<file path="config.mk">
export PLATFORM = sky130hd
export DESIGN_NAME = vp_tlb
export DESIGN_NICKNAME = d
export VERILOG_FILES = /design/src/rtl/vp_tlb_pkg.sv /design/src/rtl/vp_tlb_match.sv /design/src/rtl/vp_tlb_prio.sv /design/src/rtl/vp_tlb_perm.sv /design/src/rtl/vp_tlb.sv
export SDC_FILE = /design/constraint.sdc
export NUM_CORES = 2
export LEC_CHECK = 0
export BUFFER_PORTS_ARGS = -buffer_cell sky130_fd_sc_hd__buf_4
export CORE_AREA = 5 5 622 470
export CTS_CLUSTER_SIZE = 16
export DETAILED_ROUTE_END_ITERATION = 12
export DIE_AREA = 0 0 627 475
export HOLD_SLACK_MARGIN = 0.05
export SLEW_MARGIN = 20
export SYNTH_ARGS = -nofsm -noshare
export SYNTH_HDL_FRONTEND = slang
export SYNTH_SLANG_ARGS = --single-unit
</file>
<file path="constraint.sdc">
create_clock -name clk_i -period 11.81 [get_ports clk_i]
set_input_delay 2.362 -clock clk_i [delete_from_list [all_inputs] [get_ports clk_i]]
set_output_delay 2.362 -clock clk_i [all_outputs]
set_load 0.005 [all_outputs]
</file>
<file path="src/rtl/vp_tlb_pkg.sv">
package vp_tlb_pkg;
  localparam int EA_W     = 32;
  localparam int RA_W     = 36;
  localparam int TID_W    = 8;
  localparam int EPN_W    = 20;
  localparam int RPN_W    = 24;
  localparam int SZ_W     = 4;
  localparam int PERM_W   = 6;
  localparam int WIMGE_W  = 5;
  localparam int XB_W     = 2;
  localparam int UB_W     = 4;
  localparam int PG_SHIFT = 12;
  localparam int SZ_MAX   = 11;
  localparam int ENT_W    = 2 + TID_W + EPN_W + RPN_W + SZ_W + PERM_W + WIMGE_W + XB_W + UB_W + 1;

  typedef struct packed {
    logic               valid;
    logic               as_bit;
    logic [TID_W-1:0]   tid;
    logic [EPN_W-1:0]   epn;
    logic [RPN_W-1:0]   rpn;
    logic [SZ_W-1:0]    size;
    logic [PERM_W-1:0]  perm;
    logic [WIMGE_W-1:0] wimge;
    logic [XB_W-1:0]    xattr;
    logic [UB_W-1:0]    uattr;
    logic               iprot;
  } entry_t;

  typedef enum logic [1:0] {
    ACC_LOAD  = 2'd0,
    ACC_STORE = 2'd1,
    ACC_FETCH = 2'd2
  } acc_e;

  // number of page-number bits dropped from the compare
  function automatic logic [4:0] size_shift(input logic [SZ_W-1:0] sz);
    logic [SZ_W-1:0] m;
    m = sz - SZ_W'(1);
    return {m, 1'b0};
  endfunction
endpackage

</file>
<file path="src/rtl/vp_tlb_match.sv">
module vp_tlb_match
  import vp_tlb_pkg::*;
(
  input  entry_t            ent_i,
  input  logic [EA_W-1:0]   ea_i,
  input  logic              as_i,
  input  logic [TID_W-1:0]  pid0_i,
  input  logic [TID_W-1:0]  pid1_i,
  input  logic [TID_W-1:0]  pid2_i,
  output logic              hit_o
);
  logic [4:0]       sh;
  logic [EPN_W:0]   low_m;
  logic [EPN_W-1:0] cmp_m;
  logic             size_ok, epn_ok, tid_ok;

  always_comb begin
    sh      = size_shift(ent_i.size);
    low_m   = ((EPN_W+1)'(1) << sh) - (EPN_W+1)'(1);
    cmp_m   = ~low_m[EPN_W-1:0];
    size_ok = (ent_i.size != '0) && (ent_i.size <= SZ_W'(SZ_MAX));
    epn_ok  = ((ea_i[EA_W-1 -: EPN_W] ^ ent_i.epn) & cmp_m) == '0;
    tid_ok  = (ent_i.tid == '0) || (ent_i.tid == pid0_i) ||
              (ent_i.tid == pid1_i) || (ent_i.tid == pid2_i);
    hit_o   = ent_i.valid && (ent_i.as_bit == as_i) && size_ok && epn_ok && tid_ok;
  end
endmodule

</file>
<file path="src/rtl/vp_tlb_prio.sv">
module vp_tlb_prio #(
  parameter int N = 16,
  localparam int IW = $clog2(N)
) (
  input  logic [N-1:0]  hit_i,
  output logic          any_o,
  output logic          multi_o,
  output logic [IW-1:0] idx_o
);
  always_comb begin
    idx_o = '0;
    for (int i = N - 1; i >= 0; i--)
      if (hit_i[i]) idx_o = IW'(i);
    any_o   = |hit_i;
    multi_o = (hit_i & (hit_i - N'(1))) != '0;
  end
endmodule

</file>
<file path="src/rtl/vp_tlb_perm.sv">
module vp_tlb_perm
  import vp_tlb_pkg::*;
(
  input  logic [PERM_W-1:0] perm_i,
  input  logic              sup_i,
  input  logic [1:0]        acc_i,
  output logic              allow_o
);
  logic [2:0] grp; // {exec, write, read}

  always_comb begin
    grp = sup_i ? perm_i[5:3] : perm_i[2:0];
    case (acc_e'(acc_i))
      ACC_FETCH: allow_o = grp[2];
      ACC_STORE: allow_o = grp[1];
      default:   allow_o = grp[0];
    endcase
  end
endmodule

</file>
<file path="src/rtl/vp_tlb.sv">
module vp_tlb
  import vp_tlb_pkg::*;
#(
  parameter int N_ENT = 16,
  localparam int IDX_W = $clog2(N_ENT)
) (
  input  logic               clk_i,
  input  logic               rst_ni,
  input  logic               lk_valid_i,
  input  logic [EA_W-1:0]    lk_ea_i,
  input  logic               lk_as_i,
  input  logic [TID_W-1:0]   pid0_i,
  input  logic [TID_W-1:0]   pid1_i,
  input  logic [TID_W-1:0]   pid2_i,
  input  logic               lk_sup_i,
  input  logic [1:0]         lk_acc_i,
  output logic               rvld_o,
  output logic               hit_o,
  output logic               multi_o,
  output logic               fault_o,
  output logic [RA_W-1:0]    ra_o,
  output logic [WIMGE_W-1:0] wimge_o,
  output logic [XB_W-1:0]    xattr_o,
  output logic [UB_W-1:0]    uattr_o,
  input  logic [IDX_W-1:0]   stg_idx_i,
  input  logic               stg_wr_i,
  input  logic               stg_rd_i,
  input  logic [ENT_W-1:0]   stg_wdata_i,
  output logic [ENT_W-1:0]   stg_rdata_o,
  input  logic               flash_inv_i
);
  entry_t             ent_q [N_ENT];
  logic [N_ENT-1:0]   hits;
  logic               any_hit, multi_hit, allow;
  logic [IDX_W-1:0]   sel_idx;
  entry_t             sel;
  logic [5:0]         off;
  logic [RA_W-1:0]    off_m, ra_c;

  // entry storage: staging write wins over flash invalidate
  always_ff @(posedge clk_i or negedge rst_ni) begin
    if (!rst_ni) begin
      for (int i = 0; i < N_ENT; i++) ent_q[i] <= '0;
    end else begin
      for (int i = 0; i < N_ENT; i++) begin
        if (stg_wr_i && stg_idx_i == IDX_W'(i))
          ent_q[i] <= entry_t'(stg_wdata_i);
        else if (flash_inv_i && !ent_q[i].iprot)
          ent_q[i].valid <= 1'b0;
      end
    end
  end

  always_ff @(posedge clk_i or negedge rst_ni) begin
    if (!rst_ni)       stg_rdata_o <= '0;
    else if (stg_rd_i) stg_rdata_o <= ent_q[stg_idx_i];
  end

  for (genvar g = 0; g < N_ENT; g++) begin : g_match
    vp_tlb_match u_match (
      .ent_i  (ent_q[g]),
      .ea_i   (lk_ea_i),
      .as_i   (lk_as_i),
      .pid0_i (pid0_i),
      .pid1_i (pid1_i),
      .pid2_i (pid2_i),
      .hit_o  (hits[g])
    );
  end

  vp_tlb_prio #(.N(N_ENT)) u_prio (
    .hit_i   (hits),
    .any_o   (any_hit),
    .multi_o (multi_hit),
    .idx_o   (sel_idx)
  );

  assign sel = ent_q[sel_idx];

  vp_tlb_perm u_perm (
    .perm_i  (sel.perm),
    .sup_i   (lk_sup_i),
    .acc_i   (lk_acc_i),
    .allow_o (allow)
  );

  always_comb begin
    off   = 6'(PG_SHIFT) + 6'(size_shift(sel.size));
    off_m = (RA_W'(1) << off) - RA_W'(1);
    ra_c  = ({sel.rpn, {PG_SHIFT{1'b0}}} & ~off_m) | (RA_W'(lk_ea_i) & off_m);
  end

  always_ff @(posedge clk_i or negedge rst_ni) begin
    if (!rst_ni) begin
      rvld_o  <= 1'b0;
      hit_o   <= 1'b0;
      multi_o <= 1'b0;
      fault_o <= 1'b0;
      ra_o    <= '0;
      wimge_o <= '0;
      xattr_o <= '0;
      uattr_o <= '0;
    end else begin
      rvld_o <= lk_valid_i;
      if (lk_valid_i && any_hit) begin
        hit_o   <= 1'b1;
        multi_o <= multi_hit;
        fault_o <= !allow;
        ra_o    <= ra_c;
        wimge_o <= sel.wimge;
        xattr_o <= sel.xattr;
        uattr_o <= sel.uattr;
      end else begin
        hit_o   <= 1'b0;
        multi_o <= 1'b0;
        fault_o <= 1'b0;
        ra_o    <= '0;
        wimge_o <= '0;
        xattr_o <= '0;
        uattr_o <= '0;
      end
    end
  end
endmodule

</file>
### Word-level counts from Yosys, hierarchy flattened

Cells that the tools add are included.

| word-level totals | value |
|---|---|
| flip-flop bits (word level) | 1343 |
| latch bits | 0 |
| memory bits (writable) | 0 |
| memory bits (read-only) | 0 |
| logic and storage cells | 700 |
| memories | 0 |

| cells by class | value |
|---|---|
| add/sub/neg operators | 36 |
| multipliers | 0 |
| divide/modulo/power cells | 0 |
| magnitude comparators | 18 |
| equal/unequal tests | 81 |
| shifts and indexed selects | 17 |
| multiplexer cells | 63 |
| bitwise logic cells | 55 |
| reduce and logical (&&, ||, !) cells | 245 |

Operator list:

| cell | number |
|---|---|
| binary-select mux 76 bit (select 4 bit) | 2 |
| == test 8 bit | 48 |
| AND 20 bit | 16 |
| logical NOT 20 bit | 16 |
| NOT 20 bit | 16 |
| << shifter 1 x 5 -> 20 bit (first input constant) | 16 |
| subtractor 20 x 2 -> 20 bit (second input constant) | 16 |
| XOR 20 bit | 16 |
| two-way mux 76 bit | 2 |
| logical NOT 8 bit | 16 |
| logical AND 1 bit | 113 |
| two-way mux 46 bit | 2 |
| two-way mux 4 bit | 17 |
| subtractor 4 x 1 -> 4 bit (second input constant) | 17 |
| less-or-equal comparator 4 bit (second input constant) | 16 |
| nonzero test 4 bit | 16 |
| logical OR 1 bit | 48 |
| AND 32 x 36 -> 36 bit | 1 |
| AND 36 bit | 1 |
| two-way mux 36 bit | 1 |
| NOT 36 bit | 1 |
| OR 36 bit | 1 |
| << shifter 1 x 6 -> 36 bit (first input constant) | 1 |
| subtractor 36 x 2 -> 36 bit (second input constant) | 1 |
| 22 further kinds | 115 |

### Logic depth before layout (Yosys ltp)

| logic depth | value |
|---|---|
| depth in word-level cells | 36 |
| gate-level depth with buffers | 39 |
| gate-level depth less buffers | 33 |

### Modules after synthesis

From an unflattened synthesis, not the netlist that was laid out.

| second synthesis, totals | value |
|---|---|
| cells, all modules | 5910 |
| area, all modules | 79637.6 um2 |

By module, submodules not included:

| module | instances | cells an instance | area each (um2) | seq. area each (um2) |
|---|---|---|---|---|
| vp_tlb | 1 | 3909 | 65054.9 | 33607.2 |
| vp_tlb_match at g_match[10].u_match ... | 15 | 121 | 884.6 | 0.0 |
| vp_tlb_match at g_match[0].u_match | 1 | 123 | 899.6 | 0.0 |
| vp_tlb_prio | 1 | 53 | 322.8 | 0.0 |
| vp_tlb_perm | 1 | 10 | 91.3 | 0.0 |

### Least setup slack after synthesis

Ideal clock, no wire load.

| timing | value |
|---|---|
| path type | input to register |
| start point | input lk_as_i |
| end point | register ra_o[28] |
| library setup time | 0.078 ns |
| arrival time | 8.852 ns |
| data required time | 11.732 ns |
| path slack | 2.880 ns |
| cell stages on the path | 29 |
| path buffers | 4 |
| path through | clkbuf_1 buf_2 xnor2_1 o211ai_1 a211oi_1 nand4_1 nor4_1 a21oi_2 o21a_1 buf_2 a22o_1 a311oi_1 mux2i_1 a211oi_2 ha_1 ha_1 or3_1 a32oi_2 a31oi_2 buf_2 nor3_1 nand2_1 ha_1 inv_1 nor3_1 mux2i_2 a22oi_1 a2111o_1 a21oi_1 |

| on the way | value |
|---|---|
| word-level cells in the longest chain between the ends | 33 |

Ends and longest elaborated chain:

| what | line | text |
|---|---|---|
| start, declared | vp_tlb.sv:11 | `input logic lk_as_i,` |
| == test 1 bit | vp_tlb_match.sv:25 | `hit_o = ent_i.valid && (ent_i.as_bit == as_i) && size_ok && epn_ok && tid_ok;` |
| logical AND 1 bit (4 in series) | vp_tlb_match.sv:25 |  |
| two-way mux 4 bit (16 in series) | vp_tlb_prio.sv:13 | `if (hit_i[i]) idx_o = IW'(i);` |
| NOT 4 -> 5 bit (not written as such) | vp_tlb.sv:78 | `assign sel = ent_q[sel_idx];` |
| binary-select mux 76 bit (select 4 bit) | vp_tlb.sv:78 |  |
| two-way mux 46 bit (not written as such) (2 in series) | vp_tlb.sv:78 |  |
| subtractor 4 x 1 -> 4 bit | vp_tlb_pkg.sv:39 | `m = sz - SZ_W'(1);` |
| adder 4 x 5 -> 6 bit | vp_tlb.sv:88 | `off = 6'(PG_SHIFT) + 6'(size_shift(sel.size));` |
| << shifter 1 x 6 -> 36 bit | vp_tlb.sv:89 | `off_m = (RA_W'(1) << off) - RA_W'(1);` |
| subtractor 36 x 2 -> 36 bit | vp_tlb.sv:89 |  |
| NOT 36 bit | vp_tlb.sv:90 | `ra_c = ({sel.rpn, {PG_SHIFT{1'b0}}} & ~off_m) \| (RA_W'(lk_ea_i) & off_m);` |
| AND 36 bit | vp_tlb.sv:90 |  |
| OR 36 bit | vp_tlb.sv:90 |  |
| two-way mux 36 bit (*) | vp_tlb.sv:105 | `if (lk_valid_i && any_hit) begin` |
| end signal, assigned | vp_tlb.sv:109 | `ra_o <= ra_c;` |
| end, declared | vp_tlb.sv:21 | `output logic [RA_W-1:0] ra_o,` |

Mark *: on every way between the ends. The rest lies on a longest branch, timed or not. The select of a mux whose other input is x is not followed.
A chain may end at the register's enable or synchronous reset.

### Worst setup path in the final report

| timing | value |
|---|---|
| start point | register ent_q[550] in the netlist's numbering |
| end point | register ra_o[28] |

| on the way | value |
|---|---|
| word-level cells in the longest chain between the ends | 29 |

Ends and longest elaborated chain:

| what | line | text |
|---|---|---|
| start, declared | vp_tlb.sv:32 | `entry_t ent_q [N_ENT];` |
| start signal, assigned by index | vp_tlb.sv:47 | `ent_q[i] <= entry_t'(stg_wdata_i);` |
| subtractor 4 x 1 -> 4 bit | vp_tlb_pkg.sv:39 |  |
| << shifter 1 x 5 -> 20 bit | vp_tlb_match.sv:19 | `low_m = ((EPN_W+1)'(1) << sh) - (EPN_W+1)'(1);` |
| subtractor 20 x 2 -> 20 bit | vp_tlb_match.sv:19 |  |
| NOT 20 bit | vp_tlb_match.sv:20 | `cmp_m = ~low_m[EPN_W-1:0];` |
| AND 20 bit | vp_tlb_match.sv:22 | `epn_ok = ((ea_i[EA_W-1 -: EPN_W] ^ ent_i.epn) & cmp_m) == '0;` |
| logical NOT 20 bit | vp_tlb_match.sv:22 |  |
| logical AND 1 bit (2 in series) | vp_tlb_match.sv:25 |  |
| two-way mux 4 bit (9 in series) | vp_tlb_prio.sv:13 |  |
| [... 4 more ...] | - |  |
| subtractor 4 x 1 -> 4 bit | vp_tlb_pkg.sv:39 |  |
| adder 4 x 5 -> 6 bit | vp_tlb.sv:88 |  |
| << shifter 1 x 6 -> 36 bit | vp_tlb.sv:89 |  |
| subtractor 36 x 2 -> 36 bit | vp_tlb.sv:89 |  |
| NOT 36 bit | vp_tlb.sv:90 |  |
| AND 36 bit | vp_tlb.sv:90 |  |
| OR 36 bit | vp_tlb.sv:90 |  |
| two-way mux 36 bit (*) | vp_tlb.sv:105 |  |

Marked as above.

==> metrics.md <==
| Metric | Value |
|---|---|
| Run status | `finished clean` |
| Post-CTS Resized | `0` |
| Crit path max fanout | `18` |
| PwrDens | `191 mW/mm^2` |
| Largest net degree at the start of global routing | `approximately 170` |
| I/O Pins | `between 200 and 300` |
| Post-synthesis net count | `~8000` |
| Initial Utilization | `a little under 30%` |
| Core area | `around 0.29 mm^2` |
| Crit path DAT | `11.69 ns` |
| CTS root buf | `clkbuf_16` |
| Clock Skew | `0.0662 ns` |
| Share of layout cells above drive strength 1 | `a little under a third` |
| Vias in the first global route | `between 60000 and 70000` |
| Gpl congestion | `approximately 1` |
| Warnings from Yosys | `0` |
| CTS tree | `done` |
| Most common cell after layout, fill and taps aside | `dfrtp_1` |
| Max_slew headroom | `~18%` |
| RSZ-0062 raised after global routing | `no` |
| Fmax | `a little over 0.09 GHz` |
| Antenna-violating nets left | `0` |
| Yosys top cell by area | `dfrtp_1` |
| MaxCap Viol Count | `0` |
| CP Class | `reg2reg` |
| Rows | `170` |
| Max-slew violation count | `0` |
| RR Startpoint | `ent_q[550]` |
| Multi-input gate area | `around 0.048 mm^2` |
| Stages on worst setup path | `33` |
| WP buf/inv | `3` |
| Clk_lat worst skew | `about 0.85 ns` |
| Vias per inst | `between 5 and 6` |
| R2R setup slack | `around 0.88 ns` |
| #FFs+latches synth | `roughly 1300` |
| Synth cell types | `between 100 and 150` |
| CP most frequent cell | `ha_1` |
| H-tree levels | `4` |
| Min Hold Slack | `about 0.51 ns` |
| Worst setup path end | `ra_o[28]` |
| Dominant synthesized flop cell | `dfrtp_1` |
| Hold Path Cell Cnt | `1` |
| Min Tclk post-route | `roughly 11 ns` |
| Syn Inst Count | `~7800` |
| Netlist Area Pre-Place | `roughly 0.085 mm^2` |
| Worst Setup Start Kind | `register` |
| Peak VDD IR | `between 100 and 150 uV` |
| Initial antenna violation count | `a little under 60` |
| Global-route total usage across every layer | `23.1%` |
| DR DRC count | `0` |
| Max stage delay on crit path | `0.89 ns` |
| Cell class contributing the biggest share of worst-path delay | `compound AO/OA/AOI/OAI gates` |
| Clock transition at path regs | `roughly 0.070 ns` |
| Final wirelength | `355 mm` |
| Clock Sinks | `approximately 1300` |
| Ratio of final minimum period to clock period | `~93%` |
| Number of synthesized flops with an enable pin | `0` |
| GRT overflow | `0` |
| # fillers | `28300` |
| Commonest cells after routing, fill and taps aside | `dfrtp_1 (1342), mux2_2 (1263), nand2_1 (877)` |
| Synthesized area per cell | `10.9 um^2` |
| Count of final setup violators | `0` |
| Synth top area share | `between 30 and 40%` |
| First-pass GRT wire length | `between 500 and 600 mm` |
| Register area | `0.0336 mm^2` |
| Pleak | `about 38 nW` |
| Ys async rst share | `between 90% and 100%` |
| Critical Path End Type | `register` |
| Port buffer count | `between 200 and 300` |
| Maximum root-to-sink buffer count | `4` |
| Sequential element share of the synthesized area | `approximately two fifths` |
| Worst reg2reg path depth | `33` |
| Top post-synthesis cells by area | `dfrtp_1 (39%), mux2_2 (17%), mux4_2 (10%)` |
| Inserted Clock Buffers | `about 150` |
| Max stage delay cell, worst path | `dfrtp_1` |
| Die ar. | `roughly 0.30 mm^2` |
| Layout overhead on the synthesized area | `11.6%` |
| Final hold vios | `0` |
| DRT Pass-1 Iters | `6` |
| Slew of the pin with the lowest slew margin | `about 1.2 ns` |
| CP startpoint | `ent_q[550]` |
| Post-CTS Hold Buffers | `0` |
| Routed len/inst | `31.0 um` |
| Reg2reg end | `ra_o[28]` |
| Die Height | `between 400 and 500 um` |
| Critical Path RT | `roughly 13 ns` |
| Die width | `roughly 630 um` |
| Starting DRT DRC Count | `just under 9000` |
| Class of the tightest hold or removal check | `reg2reg` |
| Final setup TNS | `0 ns` |
| DR vias | `67700` |
| Post-CTS setup buffer count | `0` |
| Final net count | `between 7000 and 8000` |
| Final HPWL DP | `between 200 and 250 mm` |
[worst min path at each step]
stage	end	slack [ns]	startpoint
floorplan	ent_q[988]	0.49	ent_q[988]
global placement	stg_rdata_o[39]	0.49	stg_rdata_o[39]
detailed placement	stg_rdata_o[30]	0.50	stg_rdata_o[30]
CTS	stg_rdata_o[30]	0.51	stg_rdata_o[30]
global route	stg_rdata_o[55]	0.52	stg_rdata_o[55]
finish	stg_rdata_o[30]	0.51	stg_rdata_o[30]
[routing by layer]
layer / GRT usage (%) / vias to the layer above / wire [um]
met3: 7.03 / 627 / 41100
li1: - / 27900 / -
met1: 32.8 / 35200 / 152000
met5: 0 / - / 75
met2: 33.2 / 3866 / 150000
met4: 7.58 / 12 / 12900
[power breakdown]
part / internal (W) / switching (W) / total [W] / leakage (nW)
Sequential: 0.00565 / 0.00139 / 0.00704 / 16.6
Clock: 0.00292 / 0.00210 / 0.00501 / 2.46
Combinational: 0.00285 / 0.00322 / 0.00607 / 18.7
Total: 0.0114 / 0.00670 / 0.0181 / 37.7
[cell families after synthesis]
kind of cell	Yosys count	share of synthesized area (%)
fa+ha+maj	50	0.726
mux	1731	27.8
simple gates	1964	11.4
buf+inv	908	4.26
xor+xnor	761	7.83
compound gates	1072	8.48
flops	1343	39.5
[registers in the layout, summed over array words and instances, names as in the netlist, 2 cells and up]
signal       count
stg_rdata_o     76
xattr_o          2
ent_q         1216
wimge_o          5
ra_o            36
uattr_o          4
[area by class of cell]
| class | instances | share of cell area, % |
|---|---|---|
| multi-input cells | 5578 | 50.6 |
| well taps | 3784 | 4.98 |
| clock buffers | 199 | 4.45 |
| clock inverters | 60 | 0.860 |
| repair buffers | 402 | 3.32 |
| flip-flops and latches | 1343 | 35.4 |
| diodes | 19 | 0.0501 |
| inverters | 82 | 0.324 |
[per-stage QoR]
step	setup slack (ns)	cell area [um^2]	power, W	util (%)	cells
3_3_place_gp	0.544	89900	0.0129	31.5	11200
2_1_floorplan	2.88	85100	0.0107	-	7829
5_1_grt	0.678	95000	0.0189	33.3	11500
6_report	0.879	95000	0.0181	33.3	11500
3_5_place_dp	0.896	89900	0.0130	31.5	11200
4_1_cts	1.34	94900	0.0181	33.3	11400
[cells in the mapped netlist (15+ instances only)]
cell	instances
clkbuf_2	24
nor2b_1	53
and2_1	18
nor2_1	177
nand3_1	216
a311oi_1	22
dfrtp_1	1343
clkbuf_1	529
a2111oi_0	15
o211ai_1	59
nor4_1	90
inv_1	79
a21oi_1	198
o221ai_1	19
buf_2	133
o31ai_1	21
or2_2	25
a211oi_1	65
mux4_2	383
xnor2_1	479
and3_1	103
buf_1	135
o21a_1	17
o21ai_0	261
o22ai_1	33
nand4b_1	17
nor3b_1	21
a31oi_1	102
nor3_1	63
nand2_1	878
a22oi_1	20
nand3b_1	25
or4_1	17
ha_1	47
nor4b_1	17
nand4_1	105
o2111ai_1	31
mux2_2	1263
nand2b_1	56
mux2i_1	83
xor2_1	282
or3_1	23
No activity file was read; power rests on OpenSTA's default activity.
